--- src/rtl/sc_pkg.sv ---
// sc_pkg: encodings and decoded-control types shared by the core.
// Assumes the register-form field layout: dest [4:0], src A [9:5], src B [20:16].
package sc_pkg;

    localparam int REG_IDX_W = 5;
    localparam logic [REG_IDX_W-1:0] ZERO_REG = 5'd31;

    localparam logic [10:0] OPC_LOAD  = 11'b11111000010;
    localparam logic [10:0] OPC_STORE = 11'b11111000000;
    localparam logic [10:0] OPC_ADD   = 11'b10001011000;
    localparam logic [10:0] OPC_SUB   = 11'b11001011000;
    localparam logic [10:0] OPC_OR    = 11'b10101010000;
    localparam logic [10:0] OPC_AND   = 11'b10001010000;
    localparam logic [7:0]  OPC_CBZ   = 8'b10110100;
    localparam logic [5:0]  OPC_JMP   = 6'b000101;

    typedef enum logic [3:0] {
        K_NOP, K_LOAD, K_STORE, K_ARITH, K_CBZ, K_JMP
    } kind_e;

    typedef enum logic [1:0] {
        ALU_ADD, ALU_SUB, ALU_OR, ALU_AND
    } alu_e;

    typedef struct packed {
        kind_e                 kind;
        alu_e                  alu_op;
        logic [REG_IDX_W-1:0]  dst;
        logic [REG_IDX_W-1:0]  src_a;
        logic [REG_IDX_W-1:0]  src_b;
        logic [8:0]            disp;
        logic [25:0]           br_raw;
    } ctl_t;

endpackage

--- src/rtl/sc_fetch.sv ---
// sc_fetch: program counter, byte-lane fetch addressing and next-PC selection.
// Assumes a combinational byte-wide instruction store with one read per lane;
// the instruction is assembled little-endian from LANES consecutive bytes.
module sc_fetch #(
    parameter int XLEN  = 64,
    parameter int ILEN  = 32,
    parameter int IA_W  = 6,
    localparam int LANES = ILEN / 8
) (
    input  logic                  clk,
    input  logic                  rst_n,
    input  logic                  take_br,
    input  logic                  br_wide,
    input  logic [25:0]           br_raw,
    output logic [XLEN-1:0]       pc_o,
    output logic [LANES*IA_W-1:0] lane_addr,
    input  logic [ILEN-1:0]       lane_byte,
    output logic [ILEN-1:0]       instr_o
);

    logic [XLEN-1:0] pc_q;
    logic [XLEN-1:0] br_ofs;
    logic [XLEN-1:0] pc_next;

    // One address and one byte slot per lane; lowest address is least significant.
    for (genvar k = 0; k < LANES; k++) begin : g_lane
        assign lane_addr[k*IA_W +: IA_W] = pc_q[IA_W-1:0] + IA_W'(k);
        assign instr_o[k*8 +: 8]         = lane_byte[k*8 +: 8];
    end

    // Sign-extend whichever offset field the branch uses, in instruction units.
    always_comb begin
        if (br_wide) begin
            br_ofs = {{(XLEN-26){br_raw[25]}}, br_raw};
        end else begin
            br_ofs = {{(XLEN-19){br_raw[18]}}, br_raw[18:0]};
        end
    end

    // Choose the sequential or branch successor.
    assign pc_next = take_br ? (pc_q + (br_ofs << 2)) : (pc_q + XLEN'(LANES));

    // Program counter register with synchronous reset to zero.
    always_ff @(posedge clk) begin
        if (!rst_n) begin
            pc_q <= '0;
        end else begin
            pc_q <= pc_next;
        end
    end

    assign pc_o = pc_q;

    // without a taken branch the PC moves by one instruction.
    a_r11_pc_step: assert property (@(posedge clk) disable iff (!rst_n)
        !take_br |=> pc_q == $past(pc_q) + XLEN'(LANES));

endmodule

--- src/rtl/sc_decode.sv ---
// sc_decode: classifies an instruction and extracts its fields.
// Assumes 11-bit opcodes are matched before the shorter branch opcodes;
// anything unmatched decodes as a no-op.
module sc_decode
    import sc_pkg::*;
#(
    parameter int ILEN = 32
) (
    input  logic [ILEN-1:0] instr,
    output ctl_t            ctl
);

    logic [10:0] op11;
    logic [7:0]  op8;
    logic [5:0]  op6;

    assign op11 = instr[31:21];
    assign op8  = instr[31:24];
    assign op6  = instr[31:26];

    // Field extraction and opcode classification.
    always_comb begin
        ctl.kind   = K_NOP;
        ctl.alu_op = ALU_ADD;
        ctl.dst    = instr[4:0];
        ctl.src_a  = instr[9:5];
        ctl.src_b  = instr[20:16];
        ctl.disp   = instr[20:12];
        ctl.br_raw = instr[25:0];
        unique case (op11)
            OPC_LOAD:  ctl.kind = K_LOAD;
            OPC_STORE: ctl.kind = K_STORE;
            OPC_ADD:   begin ctl.kind = K_ARITH; ctl.alu_op = ALU_ADD; end
            OPC_SUB:   begin ctl.kind = K_ARITH; ctl.alu_op = ALU_SUB; end
            OPC_OR:    begin ctl.kind = K_ARITH; ctl.alu_op = ALU_OR;  end
            OPC_AND:   begin ctl.kind = K_ARITH; ctl.alu_op = ALU_AND; end
            default: begin
                if (op8 == OPC_CBZ) begin
                    ctl.kind   = K_CBZ;
                    ctl.br_raw = {7'b0, instr[23:5]};
                end else if (op6 == OPC_JMP) begin
                    ctl.kind = K_JMP;
                end
            end
        endcase
        // Stores and zero tests read their data register on port B.
        if (ctl.kind == K_STORE || ctl.kind == K_CBZ) begin
            ctl.src_b = instr[4:0];
        end
    end

endmodule

--- src/rtl/sc_alu.sv ---
// sc_alu: two-operand integer unit for add, subtract, OR and AND.
// Assumes wrap-around arithmetic; no flags are produced.
module sc_alu
    import sc_pkg::*;
#(
    parameter int XLEN = 64
) (
    input  logic [XLEN-1:0] a,
    input  logic [XLEN-1:0] b,
    input  alu_e            op,
    output logic [XLEN-1:0] y
);

    // Operation select.
    always_comb begin
        unique case (op)
            ALU_ADD: y = a + b;
            ALU_SUB: y = a - b;
            ALU_OR:  y = a | b;
            ALU_AND: y = a & b;
            default: y = '0;
        endcase
    end

endmodule

--- src/rtl/sc_lsu.sv ---
// sc_lsu: word-index address generation and range guard for data memory.
// Assumes the memory holds DM_DEPTH words; indices at or above it are absent.
module sc_lsu #(
    parameter int XLEN     = 64,
    parameter int DM_DEPTH = 31,
    localparam int DM_AW   = (DM_DEPTH > 1) ? $clog2(DM_DEPTH) : 1
) (
    input  logic             clk,
    input  logic             rst_n,
    input  logic [XLEN-1:0]  base,
    input  logic [8:0]       disp,
    input  logic             do_store,
    output logic [DM_AW-1:0] dm_addr,
    output logic             dm_we,
    input  logic [XLEN-1:0]  dm_rdata,
    output logic [XLEN-1:0]  load_val
);

    logic [XLEN-1:0] index;
    logic            in_range;

    // Index is base plus unsigned displacement, checked against the depth.
    assign index    = base + XLEN'(disp);
    assign in_range = index < XLEN'(DM_DEPTH);
    assign dm_addr  = index[DM_AW-1:0];

    // Writes only for in-range stores outside reset; absent words load zero.
    assign dm_we    = do_store && in_range && rst_n;
    assign load_val = in_range ? dm_rdata : '0;

    // the memory never sees a write strobe for a missing word.
    a_r6_store_in_range: assert property (@(posedge clk) disable iff (!rst_n)
        dm_we |-> dm_addr < DM_AW'(DM_DEPTH));

endmodule

--- src/rtl/sc_core64.sv ---
// sc_core64: single-cycle core top; joins fetch, decode, execute and memory access.
// Assumes external combinational read ports for instructions, registers and data,
// with register and data writes taken at the rising edge.
module sc_core64
    import sc_pkg::*;
#(
    parameter int XLEN       = 64,
    parameter int ILEN       = 32,
    parameter int IMEM_BYTES = 64,
    parameter int DM_DEPTH   = 31,
    localparam int IA_W      = $clog2(IMEM_BYTES),
    localparam int LANES     = ILEN / 8,
    localparam int DM_AW     = (DM_DEPTH > 1) ? $clog2(DM_DEPTH) : 1
) (
    input  logic                  clk,
    input  logic                  rst_n,
    output logic [XLEN-1:0]       pc,
    output logic [LANES*IA_W-1:0] imem_addr,
    input  logic [ILEN-1:0]       imem_data,
    output logic [REG_IDX_W-1:0]  rf_ra_addr,
    input  logic [XLEN-1:0]       rf_ra_data,
    output logic [REG_IDX_W-1:0]  rf_rb_addr,
    input  logic [XLEN-1:0]       rf_rb_data,
    output logic                  rf_we,
    output logic [REG_IDX_W-1:0]  rf_waddr,
    output logic [XLEN-1:0]       rf_wdata,
    output logic [DM_AW-1:0]      dm_addr,
    input  logic [XLEN-1:0]       dm_rdata,
    output logic                  dm_we,
    output logic [XLEN-1:0]       dm_wdata
);

    logic [ILEN-1:0] instr;
    ctl_t            ctl;
    logic [XLEN-1:0] opa, opb, alu_y, load_val;
    logic            take_br;

    sc_fetch #(.XLEN(XLEN), .ILEN(ILEN), .IA_W(IA_W)) u_fetch (
        .clk       (clk),
        .rst_n     (rst_n),
        .take_br   (take_br),
        .br_wide   (ctl.kind == K_JMP),
        .br_raw    (ctl.br_raw),
        .pc_o      (pc),
        .lane_addr (imem_addr),
        .lane_byte (imem_data),
        .instr_o   (instr)
    );

    sc_decode #(.ILEN(ILEN)) u_decode (
        .instr (instr),
        .ctl   (ctl)
    );

    // Register reads, with the zero register overridden inside the core.
    assign rf_ra_addr = ctl.src_a;
    assign rf_rb_addr = ctl.src_b;
    assign opa = (ctl.src_a == ZERO_REG) ? '0 : rf_ra_data;
    assign opb = (ctl.src_b == ZERO_REG) ? '0 : rf_rb_data;

    sc_alu #(.XLEN(XLEN)) u_alu (
        .a  (opa),
        .b  (opb),
        .op (ctl.alu_op),
        .y  (alu_y)
    );

    sc_lsu #(.XLEN(XLEN), .DM_DEPTH(DM_DEPTH)) u_lsu (
        .clk      (clk),
        .rst_n    (rst_n),
        .base     (opa),
        .disp     (ctl.disp),
        .do_store (ctl.kind == K_STORE),
        .dm_addr  (dm_addr),
        .dm_we    (dm_we),
        .dm_rdata (dm_rdata),
        .load_val (load_val)
    );
    assign dm_wdata = opb;

    // Register writeback: loads and arithmetic only, never the zero register.
    assign rf_waddr = ctl.dst;
    assign rf_wdata = (ctl.kind == K_LOAD) ? load_val : alu_y;
    assign rf_we    = rst_n && (ctl.dst != ZERO_REG)
                      && (ctl.kind == K_LOAD || ctl.kind == K_ARITH);

    // Branch resolution: jumps always, zero tests on port B value.
    assign take_br = (ctl.kind == K_JMP) || (ctl.kind == K_CBZ && opb == '0);

    // the register file is never asked to write register 31.
    a_r9_no_zero_write: assert property (@(posedge clk) disable iff (!rst_n)
        rf_we |-> rf_waddr != ZERO_REG);

    // a zero test on a nonzero, non-zero-register operand falls through.
    a_r7_cbz_nonzero_falls: assert property (@(posedge clk) disable iff (!rst_n)
        (ctl.kind == K_CBZ && rf_rb_addr != ZERO_REG && rf_rb_data != '0)
        |=> pc == $past(pc) + XLEN'(LANES));

    // an unrecognised encoding touches neither the registers nor memory.
    a_r10_nop_quiet: assert property (@(posedge clk) disable iff (!rst_n)
        ctl.kind == K_NOP |-> !rf_we && !dm_we);

    // a store never writes a register.
    a_r5_store_no_rf: assert property (@(posedge clk) disable iff (!rst_n)
        ctl.kind == K_STORE |-> !rf_we);

endmodule

--- config.mk ---
export PLATFORM = sky130hd
export DESIGN_NAME = sc_core64
export DESIGN_NICKNAME = d
export VERILOG_FILES = /design/src/rtl/sc_pkg.sv /design/src/rtl/sc_fetch.sv /design/src/rtl/sc_decode.sv /design/src/rtl/sc_alu.sv /design/src/rtl/sc_lsu.sv /design/src/rtl/sc_core64.sv
export SDC_FILE = /design/constraint.sdc
export NUM_CORES = 1
export LEC_CHECK = 0
export CORE_MARGIN = 10
export CORE_UTILIZATION = 45
export CTS_BUF_LIST = sky130_fd_sc_hd__clkbuf_8
export DETAILED_ROUTE_END_ITERATION = 10
export GPL_TIMING_DRIVEN = 0
export PLACE_DENSITY_LB_ADDON = 0.12
export SETUP_SLACK_MARGIN = 0.1
export SLEW_MARGIN = 20
export SYNTH_ARGS = -nofsm -noshare
export SYNTH_HDL_FRONTEND = slang
export SYNTH_SLANG_ARGS = --single-unit
--- constraint.sdc ---
create_clock -name clk -period 21.4 [get_ports clk]
set_clock_uncertainty 0.1 [all_clocks]
set_input_delay 3.21 -clock clk [delete_from_list [all_inputs] [get_ports clk]]
set_output_delay 3.21 -clock clk [all_outputs]
set_load 0.02 [all_outputs]
Yosys cells after proc, flatten, opt, wreduce, memory -nomap -nowiden
Cells that the tools add are included.
{ "totals": {"regBits": 64, "output_inout_bits": 238, "word_cells": 57} }
{ "classes": {"add_sub_neg": 8, "n_lt_le_gt_ge": 1, "eq_ne": 19, "muxes": 14, "bitwise": 2, "reduce_logical": 12} }
{ "op_table": {"columns": ["cell", "count"], "rows": [
  ["64-bit 2-to-1 mux", 5],
  ["64-bit one-hot mux with 4 select lines", 1],
  ["64-bit adder", 2],
  ["11-bit == test (second input constant)", 6],
  ["64-bit by 3-bit adder with 64-bit output (second input constant)", 1],
  ["64-bit by 9-bit adder with 64-bit output", 1],
  ["64-bit AND", 1],
  ["64-bit logical NOT", 1],
  ["64-bit by 5-bit < comparator with 1-bit output (second input constant)", 1],
  ["64-bit OR", 1],
  ["64-bit subtractor", 1],
  ["62-bit 2-to-1 mux", 1],
  ["26-bit 2-to-1 mux", 2],
  ["6-bit by 2-bit adder with 6-bit output (second input constant)", 2],
  ["4-bit one-hot mux with 3 select lines", 1],
  ["5-bit == test (second input constant)", 2],
  ["4-bit by 2-bit == test with 1-bit output (second input constant)", 2],
  ["4-bit by 3-bit == test with 1-bit output (second input constant)", 2],
  ["8-bit == test (second input constant)", 1],
  ["6-bit by 1-bit adder with 6-bit output (second input constant)", 1],
  ["6-bit by 3-bit == test with 1-bit output (second input constant)", 1],
  ["2-bit one-hot mux with 3 select lines", 1],
  ["6-bit OR reduction", 1],
  ["1-bit logical AND", 5],
  ["10 further kinds", 13]
]} }

Depth between registers and ports, before layout
Gate-level depths: netlist (run 1).
{ "logic_depth": {"word_depth": 13, "ltp_mapped": 36, "mapped_depth_nobuf": 28} }

By module
A second synthesis (run 1) with hierarchy kept.
{ "hier_totals": {"hier_cells": 2576, "hier_area_um2": 18228.7} }
{ "modules_own_cells": {"columns": ["module", "instances", "cells_each", "area_per_inst_um2", "seq_area_each_um2"], "rows": [
  ["sc_alu", 1, 974, 6443.7, 0.0],
  ["sc_fetch", 1, 777, 5911.9, 1241.2],
  ["sc_lsu", 1, 499, 3296.9, 0.0],
  ["sc_core64", 1, 248, 1854.3, 0.0],
  ["sc_decode", 1, 78, 721.9, 0.0]
]} }

Worst setup path after synthesis (run 1)
Ideal clock, no wire load.
{ "synth_path": {"path_kind": "in2out", "start": "in imem_data[30]", "end": "out rf_wdata[63]", "arrival_ns": 10.341, "slack_ns": 7.749, "stages": 33, "path_buffers": 8, "path_cell_list": "clkbuf_1 nor3b_1 a31oi_1 nor2b_1 clkbuf_1 mux2_2 clkbuf_1 buf_2 clkbuf_1 clkbuf_1 and2_1 inv_1 ha_1 clkbuf_1 nand2_1 nor4_1 o21ai_0 a21oi_1 o21ai_0 xnor2_1 ha_1 clkbuf_1 a21o_1 o21bai_1 a21oi_1 o21ai_0 a31oi_1 o21ai_0 a21o_1 a311oi_1 mux2i_1 and4_1 a221o_1"} }
{ "synth_via": {"elab_chain_len": 12} }
{ "synth_lines": {"columns": ["item", "line_no", "text"], "rows": [
  ["start, declared", "sc_core64.sv:19", "input logic [ILEN-1:0] imem_data,"],
  ["6-bit by 3-bit == test with 1-bit output", "sc_decode.sv:41", "end else if (op6 == OPC_JMP) begin"],
  ["3-bit 2-to-1 mux", "sc_decode.sv:41", null],
  ["4-bit 2-to-1 mux", "sc_decode.sv:38", "if (op8 == OPC_CBZ) begin"],
  ["4-bit one-hot mux with 3 select lines *", "sc_decode.sv:30", "unique case (op11)"],
  ["4-bit by 2-bit == test with 1-bit output or 4-bit by 3-bit == test with 1-bit output (tied branches)", "sc_decode.sv:47", "if (ctl.kind == K_STORE || ctl.kind == K_CBZ) begin"],
  ["1-bit logical OR *", "sc_decode.sv:47", null],
  ["5-bit 2-to-1 mux *", "sc_decode.sv:47", null],
  ["5-bit == test *", "sc_core64.sv:59", "assign opb = (ctl.src_b == ZERO_REG) ? '0 : rf_rb_data;"],
  ["64-bit 2-to-1 mux *", "sc_core64.sv:59", null],
  ["net dm_wdata[0]", "sc_core64.sv:30", "output logic [XLEN-1:0] dm_wdata"],
  ["64-bit subtractor or 64-bit adder (tied branches)", "sc_alu.sv:18, sc_alu.sv:17", null],
  ["64-bit one-hot mux with 4 select lines *", "sc_alu.sv:16", "unique case (op)"],
  ["64-bit 2-to-1 mux *", "sc_core64.sv:83", "assign rf_wdata = (ctl.kind == K_LOAD) ? load_val : alu_y;"],
  ["end, declared", "sc_core64.sv:26", "output logic [XLEN-1:0] rf_wdata,"]
]} }
The timed path passes the listed nets; every way through them passes the cells marked *.

Worst setup path after layout (run 1)
{ "layout_path": {"start": "in imem_data[23]", "end": "out rf_wdata[59]"} }
{ "layout_via": {"elab_chain_len": 11} }
{ "layout_lines": {"columns": ["item", "line_no", "text"], "rows": [
  ["11-bit == test", "sc_decode.sv:30", null],
  ["4-bit OR reduction (no source line)", null, null],
  ["4-bit one-hot mux with 3 select lines", "sc_decode.sv:30", null],
  ["4-bit by 2-bit == test with 1-bit output or 4-bit by 3-bit == test with 1-bit output (tied branches)", "sc_decode.sv:47", null],
  ["1-bit logical OR", "sc_decode.sv:47", null],
  ["5-bit 2-to-1 mux", "sc_decode.sv:47", null],
  ["5-bit == test", "sc_core64.sv:59", null],
  ["64-bit 2-to-1 mux", "sc_core64.sv:59", null],
  ["64-bit subtractor, or another cell as far along", "sc_alu.sv:18", "ALU_SUB: y = a - b;"],
  ["64-bit one-hot mux with 4 select lines", "sc_alu.sv:16", null],
  ["64-bit 2-to-1 mux *", "sc_core64.sv:83", null]
]} }
Every way passes the cells marked *; elsewhere a longest branch is shown, timed or not.

==> results.json, run 1 <==
{
  "crit_arrival_ns": 16.38,
  "yosys_warnings": 0,
  "wl_um": 95500,
  "rows": 69,
  "cts_buffers": 9,
  "hold_class": "flip-flop to flip-flop",
  "dieHeight_um": 211,
  "p_leak_nw": 9.28,
  "cpMaxStageDelayCell": "nor4_1",
  "grt_max_degree": 38,
  "tightest_slew_ns": 1.32,
  "dr.pass1.iters": 6,
  "htree_levels": 3,
  "grt_pass1_wl_um": 139000,
  "drive_gt1_share_pct": 3.33,
  "port_buffers": 450,
  "viasPerCell": 6.60,
  "dp_cells": 3450,
  "slew_headroom_pct": 11.2,
  "ys_ff_latch": 62,
  "post_cts_buffers": 0,
  "finalHoldViolCount": 0,
  "nNetsFinal": 3365,
  "routedWlPerCell_um": 27.5,
  "netlist.top_cell.by_area": "ha_1",
  "yosys.area_share.adder_pct": 11.6,
  "setup.worst_path.start_class": "input pin",
  "dpl.hpwl_um": 78300,
  "synth_cells": 2531,
  "cts_num_sinks": 62,
  "syn_area_mm2": 0.0164,
  "ir_drop_v": 0.0000430,
  "synth_compound_area_share_pct": 32.4,
  "cp_max_fo": 10,
  "setup_viol": 0,
  "rsz0062_at_grt": "no",
  "synth_top_family_by_area": "compound AO/OA/AOI/OAI gates",
  "powerDensity_mw_per_mm2": 35.4,
  "synth-edff-count": 0,
  "via_count": 22923,
  "yosys-top-cells-count": "331 x a21oi_1, 278 x nand2_1, 186 x nor2_1",
  "topRoutingLayerUsed": "met5",
  "fp.coreArea_mm2": 0.0358,
  "final_cells": 3475,
  "root_buffer": "clkbuf_8",
  "cts_buffer_depth": 2,
  "die-width_um": 211,
  "drv_slew": 0,
  "setup_ws_ns": 1.71,
  "clkTransAtPathRegs_ns": 0.07,
  "path_buf_inv": 10,
  "synthMuxAreaShare_pct": 1.59,
  "drcViolationCount": 0,
  "dr_wl_met2_um": 42900,
  "wl_met3_um": 11300,
  "first_iter_violations": 3019,
  "antenna_found_initial": 14,
  "cpPeakStageDelay_ns": 1.17,
  "path_class": "input pin to output pin",
  "path_common_cell": "clkbuf_1",
  "period_needed_ns": 19.69,
  "cap_viol_max_count": 0,
  "ys.flop_type": "dfxtp_1",
  "synth.distinct_cells": 90,
  "cp_top_family": "compound AO/OA/AOI/OAI gates",
  "finalInstanceArea_mm2": 0.0218,
  "yosysMostFrequentCell": "a21oi_1",
  "clock_latency_ns": 0.35,
  "async_reset_ff_share_pct": 0,
  "cts_resized": 0,
  "syn-mean-instance-area_um2": 6.49,
  "grt_pass1_vias": 22316,
  "end_kind": "output pin",
  "max_freq_ghz": 0.0508,
  "yosys.area_share.simple_pct": 30.4,
  "cts_tree": "done",
  "overflow": 0,
  "die_area_mm2": 0.0446,
  "gp_congestion": 1.08,
  "initial_utilization_pct": 45.9,
  "grtUsageTotal_pct": 40.5,
  "placed_area_mm2": 0.0215,
  "synth-xor-area-share_pct": 9.16,
  "syn_to_final_growth_pct": 32.6,
  "place_ws_ns": 2.55,
  "synthTopCellsByArea": "ha_1 10%, a21oi_1 10%, dfxtp_1 7.6%",
  "ys_seq_area_share_pct": 7.56,
  "ant_nets": 0,
  "timing.setup.tns_ns": 0,
  "status": "complete, no violations",
  "hold_buffers": 0,
  "wl_met1_um": 33900,
  "fin_crit_sh_pct": 92.0,
  "ios": 464,
  "crit_required_ns": 18.09,
  "largest_reg_flops": 62,
  "synth_top_area_share_pct": 10.4
}
==> layer usage <==
metal  GRT usage, %  up-vias
met1           45.6    10595
met5              0        -
met4           26.7       10
met2           66.4     1680
met3           10.6      419
li1               -    10219
==> per-stage QoR <==
step,power [mW],utilization [%],hold slack [ns]
finish,0.772,60.8,0.659
global placement,0.642,60.1,0.596
global route,0.804,60.8,0.718
CTS,0.758,60.7,0.665
floorplan,0.413,-,0.657
detailed placement,0.647,60.1,0.654
==> layout make-up <==
cell class                 instances  area [um^2]
multi-input combinational       2202        14000
fill                            3386        14000
sequential                        62         1240
tap                              461          577
clock inverter                     4         46.3
timing repair buffer             450         4500
buffer                           174          816
inverter                         101          379
clock buffer                      12          165
antenna                            9         22.5
==> cells in the final DEF (no fill, tap or decap), types with 23 or more instances in the layout <==
cell type / instances
o211ai_1: 23
clkdlybuf4s50_1: 450
ha_1: 136
nor2_1: 185
a21oi_1: 331
and3_1: 36
a211oi_1: 32
buf_4: 39
xnor2_1: 119
or3_1: 25
nand4_1: 66
and2_1: 118
nor4_1: 32
dfxtp_1: 62
o21a_1: 25
clkbuf_1: 123
a21o_1: 84
xor2_1: 51
inv_1: 102
nand3_1: 72
a31oi_1: 28
o21ai_0: 175
nor3_1: 66
nand2_1: 278
==> worst register-to-register path, cell delays in order, from the launching register on <==
cell and delay [ns]:
dfxtp_1 0.40, ha_1 0.25, inv_1 0.07, fa_1 0.20, inv_1 0.05, a21o_1 0.17, o2bb2ai_1 0.18, o21ai_0 0.61
a21oi_1 0.15, nor3_1 0.63, o21ai_0 0.37, a221oi_1 0.60, o21ai_0 0.24, a41oi_1 0.33, mux2i_1 0.21
==> power breakdown <==
group          internal (mW)  switching (mW)
Clock                 0.0628          0.0487
Sequential             0.117         0.00241
Combinational          0.229           0.311
==> worst paths after layout <==
| path | startpoint | to | slack, ns | depth (start not counted) |
|---|---|---|---|---|
| worst max-delay path | imem_data[23] | rf_wdata[59] | 1.71 | 34 |
| worst min-delay path | u_fetch.pc_o[62] | u_fetch.pc_o[62] | 0.66 | 3 |
| worst max register to register | u_fetch.pc_o[2] | u_fetch.pc_o[56] | 16.78 | 14 |
| worst min register to register | u_fetch.pc_o[62] | u_fetch.pc_o[62] | 0.66 | 3 |
==> cell families (layout without fill, tap and decap cells) <==
group | Yosys count | count (layout)
and+or+nand+nor | 985 | 985
other | 2 | 19
xor gates and xnor gates | 171 | 171
DFF | 62 | 62
adders and majority gates | 154 | 154
AOI/OAI and AO/OA | 857 | 857
buffers and inverters | 275 | 741
muxes | 25 | 25
(Power assumes the default switching activity.)
==> inputs of run 2 (changes only) <==
- CORE_UTILIZATION: 45 -> 50
- SYNTH_HIERARCHICAL: default -> 1
==> results.json, run 2 <==
{
  "ys.flop_type": "dfxtp_1",
  "r2r_start": "u_fetch/pc_o[2]",
  "grtUsageTotal_pct": 34.7,
  "powerDensity_mw_per_mm2": 31.1,
  "routedWlPerCell_um": 23.5,
  "path_common_cell": "clkbuf_1",
  "cts_buffer_depth": 2,
  "reg2reg_depth": 13,
  "nNetsFinal": 3383,
  "syn_to_final_growth_pct": 27.7,
  "final_cells": 3488,
  "root_buffer": "clkbuf_8",
  "mostFrequentLayoutCell": "clkdlybuf4s50_1",
  "drv_slew": 0,
  "syn_area_mm2": 0.0182,
  "post_cts_buffers": 0,
  "dp_cells": 3468,
  "finalHoldViolCount": 0,
  "place_ws_ns": 5.64,
  "grt_pass1_wl_um": 124000,
  "slew_headroom_pct": 17.7,
  "synth_cells": 2576,
  "cts_tree": "done",
  "synth.distinct_cells": 113,
  "initial_utilization_pct": 51.0,
  "overflow": 0,
  "cts_buffers": 9,
  "setup_viol": 0,
  "setup.worst_path.start_class": "input pin",
  "r2r-end": "u_fetch/pc_o[50]",
  "cts_resized": 0,
  "dr.pass1.iters": 6,
  "wl_um": 81800,
  "tightest_slew_ns": 1.23,
  "via_count": 22181,
  "htree_levels": 3,
  "ios": 464,
  "setup_ws_ns": 5.39,
  "synthTopCellsByArea": "ha_1 9.3%, dfxtp_1 6.8%, a21oi_1 6.1%",
  "syn-mean-instance-area_um2": 7.08,
  "yosysMostFrequentCell": "nand2_1",
  "async_reset_ff_share_pct": 0,
  "crit_start": "imem_data[21]",
  "finalInstanceArea_mm2": 0.0233,
  "port_buffers": 421,
  "ys_ff_latch": 62,
  "gp_congestion": 1.02,
  "viasPerCell": 6.36,
  "dieHeight_um": 211,
  "cpPeakStageDelay_ns": 0.62,
  "period_needed_ns": 16.01,
  "cpMaxStageDelayCell": "or4_1",
  "grt_max_degree": 37,
  "die_area_mm2": 0.0445,
  "largest_reg_flops": 62,
  "cp_max_fo": 10,
  "crit_arrival_ns": 12.70,
  "hold_buffers": 0,
  "max_freq_ghz": 0.0625,
  "rsz0062_at_grt": "no",
  "timing.setup.tns_ns": 0,
  "status": "complete, no violations",
  "first_iter_violations": 2126,
  "yosys-top-cells-count": "255 x nand2_1, 222 x a21oi_1, 195 x nor2_1",
  "mostFrequentLayoutCells": "421 x clkdlybuf4s50_1, 255 x nand2_1, 222 x a21oi_1",
  "path_class": "input pin to output pin",
  "drcViolationCount": 0,
  "ys_seq_area_share_pct": 6.81,
  "endpoint": "rf_wdata[63]",
  "fp.coreArea_mm2": 0.0357,
  "rows": 69,
  "grt_pass1_vias": 21642,
  "ant_nets": 0,
  "netlist.top_cell.by_area": "ha_1",
  "hold-worst-slack_ns": 0.646,
  "yosys_warnings": 6,
  "dpl.hpwl_um": 66900,
  "fin_crit_sh_pct": 74.8,
  "cts_num_sinks": 62,
  "p_leak_nw": 8.80,
  "die-width_um": 211,
  "placed_area_mm2": 0.0231,
  "crit_required_ns": 18.09,
  "hold_class": "flip-flop to flip-flop",
  "r2r_setup_slack_ns": 17.40,
  "end_kind": "output pin",
  "drive_gt1_share_pct": 9.43,
  "synth_top_area_share_pct": 9.33,
  "synth-edff-count": 0,
  "ir_drop_v": 0.0000462,
  "clock_latency_ns": 0.36,
  "antenna_found_initial": 9,
  "clkTransAtPathRegs_ns": 0.07,
  "cap_viol_max_count": 0
}
==> run 2: through the flow <==
stage,utilization (%),power (mW)
floorplan,-,0.415
global placement,64.5,0.611
detailed placement,64.6,0.616
CTS,65.1,0.719
global route,65.1,0.762
finish,65.1,0.723
==> run 2: final cells by class <==
| type | count | area [um^2] |
|---|---|---|
| Multi-Input combinational cell | 2235 | 15600 |
| Sequential cell | 62 | 1240 |
| Antenna cell | 4 | 10.0 |
| Inverter | 70 | 263 |
| Clock buffer | 12 | 165 |
| Timing Repair Buffer | 423 | 4230 |
| Fill cell | 3160 | 12500 |
| Clock inverter | 4 | 21.3 |
| Buffer | 217 | 1210 |
| Tap cell | 461 | 577 |
==> run 2: how the worst min path moves through the flow <==
| stage | from | end | cells past startpoint |
|---|---|---|---|
| 2_1_floorplan | u_fetch/pc_o[63] | u_fetch/pc_o[63] | 3 |
| 3_3_place_gp | u_fetch/pc_o[63] | u_fetch/pc_o[63] | 3 |
| 3_5_place_dp | u_fetch/pc_o[2] | u_fetch/pc_o[2] | 2 |
| 4_1_cts | u_fetch/pc_o[2] | u_fetch/pc_o[2] | 2 |
| 5_1_grt | u_fetch/pc_o[2] | u_fetch/pc_o[2] | 2 |
| 6_report | u_fetch/pc_o[9] | u_fetch/pc_o[9] | 3 |
==> run 2: kinds of logic after synthesis <==
family	after synthesis	share of synthesized area, %
and+or+nand+nor	1077	33.1
AOI/OAI and AO/OA	657	23.3
DFF	62	6.81
muxes	100	6.42
adders and majority gates	200	13.0
other	3	0.0618
xor gates and xnor gates	190	9.13
buffers and inverters	287	8.11
==> run 2: metal layers <==
layer	vias up	track usage, %	share of wire, %	wire (um)
li1	10247	-	-	-
met1	10422	41.6	39	32300
met4	10	16.9	4.9	4030
met2	1262	58.3	46	37800
met5	-	0	0.10	83
met3	240	6.75	9.4	7650
==> run 2: critical path, delay by kind of cell <==
kind	cells	cell delay [ns]
AO/OA/AOI/OAI	8	2.01
XOR/XNOR	1	0.10
adder cells (fa/ha/maj)	1	0.28
buffers and inverters	5	1.91
multiplexers	2	0.54
AND/OR/NAND/NOR	16	4.62
==> run 2: power breakdown <==
| part | internal, mW | switching (mW) | total (mW) |
|---|---|---|---|
| combinational | 0.229 | 0.278 | 0.507 |
| clock | 0.0507 | 0.0486 | 0.0994 |
| sequential | 0.116 | 0.00129 | 0.117 |
